File: src/rtl/usbls_pkg.sv
package usbls_pkg;

    // Line encoding {D+, D-}
    localparam logic [1:0] LN_SE0 = 2'b00;
    localparam logic [1:0] LN_J   = 2'b01;
    localparam logic [1:0] LN_K   = 2'b10;

    typedef enum logic [2:0] {
        S_WAIT_J,   // wait for D- high, no timeout
        S_HUNT,     // wait for J->K falling edge of D-
        S_CHK1,     // confirm K at mid-bit
        S_CHK2,     // one bit later: K completes sync, J retries
        S_DATA,     // receive data bits
        S_DRAIN     // after overflow, wait for SE0
    } rx_state_e;

endpackage

File: src/rtl/usbls_sync2.sv
module usbls_sync2 #(
    parameter int          WIDTH   = 2,
    parameter logic [WIDTH-1:0] RST_VAL = '0
) (
    input  logic             clk_i,
    input  logic             rst_ni,
    input  logic [WIDTH-1:0] async_i,
    output logic [WIDTH-1:0] sync_o
);

    for (genvar g = 0; g < WIDTH; g++) begin : g_bit
        logic meta_q, meta_d;
        logic out_q, out_d;

        always_comb begin
            meta_d = async_i[g];
            out_d  = meta_q;
        end

        always_ff @(posedge clk_i) begin
            if (!rst_ni) begin
                meta_q <= RST_VAL[g];
                out_q  <= RST_VAL[g];
            end else begin
                meta_q <= meta_d;
                out_q  <= out_d;
            end
        end

        assign sync_o[g] = out_q;
    end

endmodule

File: src/rtl/usbls_leap_timer.sv
module usbls_leap_timer #(
    parameter int BIT_NUM = 32,
    parameter int BIT_DEN = 3,
    localparam int BASE   = BIT_NUM / BIT_DEN,
    localparam int REM    = BIT_NUM % BIT_DEN,
    localparam int CW     = $clog2(BASE + 2),
    localparam int AW     = $clog2(2 * BIT_DEN + 1)
) (
    input  logic          clk_i,
    input  logic          rst_ni,
    input  logic          restart_i,
    input  logic [CW-1:0] restart_len_i,
    output logic          tick_o
);

    typedef struct packed {
        logic [CW-1:0] cnt;
        logic [AW-1:0] acc;
    } tmr_t;

    tmr_t tq, td;
    logic [AW-1:0] sum;

    assign tick_o = (tq.cnt == '0);
    assign sum    = tq.acc + AW'(REM);

    always_comb begin
        td = tq;
        if (restart_i) begin
            td.cnt = restart_len_i - CW'(1);
            td.acc = AW'(REM);
        end else if (tick_o) begin
            if (sum >= AW'(BIT_DEN)) begin
                td.acc = sum - AW'(BIT_DEN);
                td.cnt = CW'(BASE);          // leap slot: BASE+1 clocks
            end else begin
                td.acc = sum;
                td.cnt = CW'(BASE - 1);      // short slot: BASE clocks
            end
        end else begin
            td.cnt = tq.cnt - CW'(1);
        end
    end

    always_ff @(posedge clk_i) begin
        if (!rst_ni) begin
            tq.cnt <= CW'(BASE - 1);
            tq.acc <= '0;
        end else begin
            tq <= td;
        end
    end

endmodule

File: src/rtl/usbls_destuff.sv
module usbls_destuff #(
    parameter int RUN = 6
) (
    input  logic clk_i,
    input  logic rst_ni,
    input  logic init_i,   // load previous level = K, clear history
    input  logic smp_i,    // a non-SE0 data sample this clock
    input  logic lvl_i,    // D+ level of the sample
    output logic bit_vld_o,
    output logic bit_o
);

    typedef struct packed {
        logic           prev;
        logic [RUN-1:0] hist;
    } ds_t;

    ds_t sq, sd;
    logic stuffed;

    assign bit_o     = (lvl_i == sq.prev);
    assign stuffed   = &sq.hist;
    assign bit_vld_o = smp_i && !stuffed;

    always_comb begin
        sd = sq;
        if (init_i) begin
            sd.prev = 1'b1;
            sd.hist = '0;
        end else if (smp_i) begin
            sd.prev = lvl_i;
            if (stuffed) begin
                sd.hist = '0;
            end else begin
                sd.hist = {sq.hist[RUN-2:0], bit_o};
            end
        end
    end

    always_ff @(posedge clk_i) begin
        if (!rst_ni) begin
            sq.prev <= 1'b1;
            sq.hist <= '0;
        end else begin
            sq <= sd;
        end
    end

endmodule

File: src/rtl/usbls_rx.sv
module usbls_rx
    import usbls_pkg::*;
#(
    parameter int BIT_NUM   = 32,
    parameter int BIT_DEN   = 3,
    parameter int MAX_BYTES = 8,
    localparam int BASE     = BIT_NUM / BIT_DEN,
    localparam int HALF     = BIT_NUM / (2 * BIT_DEN),
    localparam int CW       = $clog2(BASE + 2),
    localparam int CNT_W    = $clog2(MAX_BYTES + 1)
) (
    input  logic             clk_i,
    input  logic             rst_ni,
    input  logic             dp_i,
    input  logic             dm_i,
    output logic [7:0]       byte_o,
    output logic             byte_vld_o,
    output logic [CNT_W-1:0] byte_cnt_o,
    output logic             done_o,
    output logic             partial_o,
    output logic             ovf_o
);

    typedef struct packed {
        rx_state_e        st;
        logic [7:0]       shreg;
        logic [2:0]       nbits;
        logic [CNT_W-1:0] cnt;
        logic [7:0]       dout;
        logic             vld;
        logic             done;
        logic             part;
        logic             ovf;
    } rx_t;

    rx_t rq, rd;

    logic [1:0]    ln;
    logic          tick;
    logic          rx_act;
    logic          smp;
    logic          restart;
    logic [CW-1:0] restart_len;
    logic          ds_init;
    logic          bit_vld;
    logic          bit_val;
    logic [7:0]    nxt_byte;

    usbls_sync2 #(.WIDTH(2), .RST_VAL(LN_J)) u_sync (
        .clk_i   (clk_i),
        .rst_ni  (rst_ni),
        .async_i ({dp_i, dm_i}),
        .sync_o  (ln)
    );

    usbls_leap_timer #(.BIT_NUM(BIT_NUM), .BIT_DEN(BIT_DEN)) u_timer (
        .clk_i         (clk_i),
        .rst_ni        (rst_ni),
        .restart_i     (restart),
        .restart_len_i (restart_len),
        .tick_o        (tick)
    );

    assign rx_act = (rq.st == S_DATA);
    assign smp    = rx_act && tick && (ln != LN_SE0);

    usbls_destuff #(.RUN(6)) u_destuff (
        .clk_i     (clk_i),
        .rst_ni    (rst_ni),
        .init_i    (ds_init),
        .smp_i     (smp),
        .lvl_i     (ln[1]),
        .bit_vld_o (bit_vld),
        .bit_o     (bit_val)
    );

    assign nxt_byte = {bit_val, rq.shreg[7:1]};

    always_comb begin
        rd          = rq;
        rd.vld      = 1'b0;
        rd.done     = 1'b0;
        rd.part     = 1'b0;
        rd.ovf      = 1'b0;
        restart     = 1'b0;
        restart_len = CW'(BASE);
        ds_init     = 1'b0;

        unique case (rq.st)
            S_WAIT_J: begin
                if (ln[0]) rd.st = S_HUNT;
            end
            S_HUNT: begin
                if (!ln[0]) begin
                    restart     = 1'b1;
                    restart_len = CW'(HALF);
                    rd.st       = S_CHK1;
                end
            end
            S_CHK1: begin
                if (tick) begin
                    if (ln == LN_K) begin
                        restart = 1'b1;
                        rd.st   = S_CHK2;
                    end else begin
                        rd.st   = S_WAIT_J;
                    end
                end
            end
            S_CHK2: begin
                if (tick) begin
                    if (ln == LN_K) begin
                        restart  = 1'b1;
                        ds_init  = 1'b1;
                        rd.cnt   = '0;
                        rd.nbits = '0;
                        rd.st    = S_DATA;
                    end else begin
                        rd.st    = S_WAIT_J;
                    end
                end
            end
            S_DATA: begin
                if (tick) begin
                    if (ln == LN_SE0) begin
                        rd.done = 1'b1;
                        rd.part = (rq.nbits != '0);
                        rd.st   = S_WAIT_J;
                    end else if (bit_vld) begin
                        rd.shreg = nxt_byte;
                        rd.nbits = rq.nbits + 3'd1;
                        if (rq.nbits == 3'd7) begin
                            if (rq.cnt == CNT_W'(MAX_BYTES)) begin
                                rd.ovf = 1'b1;
                                rd.st  = S_DRAIN;
                            end else begin
                                rd.dout = nxt_byte;
                                rd.vld  = 1'b1;
                                rd.cnt  = rq.cnt + CNT_W'(1);
                            end
                        end
                    end
                end
            end
            S_DRAIN: begin
                if (ln == LN_SE0) rd.st = S_WAIT_J;
            end
            default: rd.st = S_WAIT_J;
        endcase
    end

    always_ff @(posedge clk_i) begin
        if (!rst_ni) begin
            rq.st    <= S_WAIT_J;
            rq.shreg <= '0;
            rq.nbits <= '0;
            rq.cnt   <= '0;
            rq.dout  <= '0;
            rq.vld   <= 1'b0;
            rq.done  <= 1'b0;
            rq.part  <= 1'b0;
            rq.ovf   <= 1'b0;
        end else begin
            rq <= rd;
        end
    end

    assign byte_o     = rq.dout;
    assign byte_vld_o = rq.vld;
    assign byte_cnt_o = rq.cnt;
    assign done_o     = rq.done;
    assign partial_o  = rq.part;
    assign ovf_o      = rq.ovf;

endmodule

File: config.mk
export PLATFORM = sky130hd
export DESIGN_NAME = usbls_rx
export DESIGN_NICKNAME = d
export VERILOG_FILES = /design/src/rtl/usbls_pkg.sv /design/src/rtl/usbls_sync2.sv /design/src/rtl/usbls_leap_timer.sv /design/src/rtl/usbls_destuff.sv /design/src/rtl/usbls_rx.sv
export SDC_FILE = /design/constraint.sdc
export NUM_CORES = 1
export LEC_CHECK = 0
export BUFFER_PORTS_ARGS = -buffer_cell sky130_fd_sc_hd__buf_2
export CORE_MARGIN = 2
export CORE_UTILIZATION = 53
export DETAILED_ROUTE_END_ITERATION = 8
export PLACE_DENSITY = 0.77
export REMOVE_ABC_BUFFERS = 1
export SETUP_SLACK_MARGIN = 0.5
export SLEW_MARGIN = 15
export SYNTH_ARGS = -nofsm -noshare
export SYNTH_HDL_FRONTEND = slang
export SYNTH_SLANG_ARGS = --single-unit
File: constraint.sdc
create_clock -name clk_i -period 1.8 [get_ports clk_i]
set_input_delay 0.36 -clock clk_i [delete_from_list [all_inputs] [get_ports clk_i]]
set_output_delay 0.36 -clock clk_i [all_outputs]
set_load 0.05 [all_outputs]
==> flow_metrics.tcl <==
set metrics [dict create \
    root_buffer "clkbuf_8" \
    die_h_um 69.33 \
    cp_num_buf_inv 3 \
    finalNetCount 306 \
    yosysTopAreaCellShare_pct 41.59 \
    globalRouteOverflowTotal 0 \
    setup_tns_ns 0 \
    synth-edff-count 0 \
    crit_path_end_kind "flop" \
    regToRegSetupSlack_ns 0.007 \
    drc 0 \
    synth_compound_area_share_pct 19.91 \
    criticalPathCategory "reg2reg" \
    yosys-top-cells-area "dfxtp_1 (42%), a21oi_1 (6.9%), nand3_1 (6.0%)" \
    drv_slew 0 \
    clock_skew_ns 0.006025 \
    ant_nets 0 \
    synth_xor_xnor_area_share_pct 1.549 \
    hold_path_end "u_sync.g_bit[0].meta_q$_SDFF_PN1_" \
    netSwitchingFraction_pct 26.84 \
    status "complete, no violations" \
    min_path_cells 2 \
    via_count 2222 \
    rsz0062_at_grt "yes" \
    p_switching_uw 606.1 \
    core_area_um2 4058 \
    grt_pass1_vias 1863 \
    syn_inst 264 \
    worst_ep_required_time_ns 2.00 \
    antenna_found_initial 0 \
    critPathSlowestCell "dfxtp_2" \
    clockBufferDepth 2 \
    syn2layout_area_growth_pct 32.14 \
    synth_common_cells "dfxtp_1 (47), a21oi_1 (31), nand3_1 (27)" \
    critical_path.top_delay_family "buffers and inverters" \
    wl_mm 6.481 \
    clkLatencyLatePin_ns 0.32 \
    hp-class "in2reg" \
    cap_violations 0 \
    first_pass_iters 5 \
    share_seq_of_total_power_pct 49.4 \
    fin_crit_sh_pct 99.63 \
    synth_area_um2 2262 \
    critPathMaxStageDelay_ns 0.35 \
    leakage_nw 1.060 \
    n_antenna_cell 0 \
    synth_flop_cell "dfxtp_1" \
    drive_gt1_share_pct 40.61 \
    cts_hold_buf 0 \
    synthMostInstantiatedCell "dfxtp_1" \
    grt_use_total_pct 22.27 \
    synth_top_family_by_area "simple AND/OR/NAND/NOR gates" \
    worst_setup_path_start_kind "flop" \
    synth_top_area_cell "dfxtp_1" \
    clkPwrFrac_pct 36.6 \
    detailed_place_hpwl_mm 3.130 \
    cts_tree "built" \
    powerDensity_nw_per_um2 755.5 \
    drt_iter0_drc 264 \
    vdd_drop_max_mv 0.5944 \
    max_freq_mhz 557.6 \
    tightest_slew_ns 0.4583 \
    yosys_register_bits 47 \
    r2r_end "byte_o[6]$_SDFFE_PN0P_" \
    synthAdderAreaFrac_pct 5.531 \
    crit_fanout 10 \
    globalplace.congestion 0.8668 \
    combinationalPowerShare_pct 14.0 \
    grt_pass1_wl_mm 8.735 \
    p_int_mw 1.652 \
    cts_made_buffers 5 \
    wl_per_cell_um 18.90 \
    cts.sinks 47 \
    final_core_util_pct 73.67 \
    fp-row-count 23 \
    r2r_cells 8 \
    hold_path.startpoint "dm_i" \
    synth.yosys.seq_area_share_pct 41.59 \
    ys_async_sr_fraction_pct 0 \
    die_width_um 69.33 \
    io_pins 20 \
    muxShareOfSynthArea_pct 0.8850 \
    io_buffer_count 19 \
    syn_avg_cell_area_um2 8.569 \
    arrival_ns 1.99 \
    finalHoldViolCount 0 \
    clk_pin_slew_ns 0.10 \
    grt_max_degree 29 \
    start_util_pct 55.75 \
    setup_viol 0 \
    path_cells "inv_2 -> ha_4 -> nor3b_4 -> buf_6 -> nand4_4 -> buf_4 -> o21ai_0 -> a21oi_1" \
    cts_max_level 2 \
    yosys_warnings 0 \
    yosys.area_share.simple_pct 20.85 \
    die-area_um2 4807 \
    vias_per_cell 6.478 \
    fin_crit_ns 1.793 \
    timing.slew.headroom_pct 69.42 \
    synth_cell_type_count 48 \
]
## worst max path at each step
| stage | from | depth (start not counted) | slack (ns) | to |
|---|---|---|---|---|
| 2_1_floorplan | byte_cnt_o[0]$_SDFFE_PN0P_ | 6 | -0.30 | byte_cnt_o[3]$_SDFFE_PN0P_ |
| 3_3_place_gp | u_timer.tq[3]$_SDFF_PN1_ | 6 | -0.02 | partial_o$_SDFF_PN0_ |
| 3_5_place_dp | u_timer.tq[1]$_SDFFE_PN0P_ | 8 | -0.06 | u_timer.tq[3]$_SDFF_PN1_ |
| 4_1_cts | u_timer.tq[3]$_SDFF_PN1_ | 7 | 0.15 | byte_cnt_o[3]$_SDFFE_PN0P_ |
| 5_1_grt | flop | 8 | -0.09 | byte_o[6]$_SDFFE_PN0P_ |
| 6_report | flop | 8 | 0.007 | byte_o[6]$_SDFFE_PN0P_ |
## per-stage QoR
step           setup slack [ns]  power (mW)  hold WS, ns  instances  area, um^2
2_1_floorplan           -0.2956       1.246       0.3863        233        2085
3_3_place_gp           -0.01518       1.302       0.3995        321        2397
3_5_place_dp           -0.06394       1.307       0.3957        321        2397
4_1_cts                  0.1460       2.185       0.2282        339        2776
5_1_grt                -0.08716       2.323       0.2120        343        2989
6_report               0.006660       2.258       0.2251        343        2989
## cells in the final DEF, fill, tap and decap left out, drive strengths merged, types with 2 or more instances in the layout
cell,Yosys,layout
a31oi,2,2
nor3b,4,4
clkbuf,10,7
xnor2,2,2
or2,2,2
nor2,13,13
a21oi,31,31
or4,2,2
nor3,2,2
nand4,5,5
mux2i,2,2
inv,11,12
nor4,2,2
buf,21,50
xor2,2,2
nand2b,4,4
nand2,12,12
nand3,27,27
ha,10,10
dfxtp,47,47
a22oi,2,2
o31ai,2,2
and3,3,3
o211ai,6,6
and2,3,3
o21ai,21,21
## routing by layer
layer  vias to the layer above  routed length, um  track usage [%]
met5                         -                  0                0
met3                        35                543            4.797
met4                         0                247            8.932
met1                      1062               2660            29.70
li1                        989                  -                -
met2                       136               3029            35.04
## registers in the layout, indices dropped and copies added, names as in the netlist, 2 cells and up, named ones only
register             count
byte_o                   8
nxt_byte                 7
u_destuff.sq             7
rq                       6
u_timer.tq               6
byte_cnt_o               4
u_sync.g_bit.meta_q      2
u_sync.g_bit.out_q       2
## logic make-up (layout without fill, tap and decap cells)
logic type | after synthesis | after routing
buffers and inverters | 42 | 71
adders and majority gates | 10 | 10
DFF | 47 | 47
muxes | 2 | 2
xor gates and xnor gates | 4 | 4
and+or+nand+nor | 84 | 84
AOI/OAI and AO/OA | 75 | 75
## power by group through the flow
stage	logic, mW	clock network [mW]	registers (mW)
2_1_floorplan	0.122	0	1.12
3_3_place_gp	0.174	0	1.13
3_5_place_dp	0.177	0	1.13
4_1_cts	0.261	0.812	1.11
5_1_grt	0.337	0.867	1.12
6_report	0.316	0.827	1.12
## cell type report
cell class	count	area, um^2
multi-input combinational	175	1378
sequential	47	952.2
fill	267	1069
timing repair buffer	52	439.2
tap	50	62.56
clock inverter	3	47.55
inverter	11	41.29
clock buffer	5	68.82
## what timing repair did
item | in CTS | in global routing
setup endpoints to repair | 46 | 47
setup buffers | 10 | 2
pin swaps | 16 | 12
gates resized for setup | 50 | 49
cloned | 0 | 2
Power figures use the tool's default switching activity.
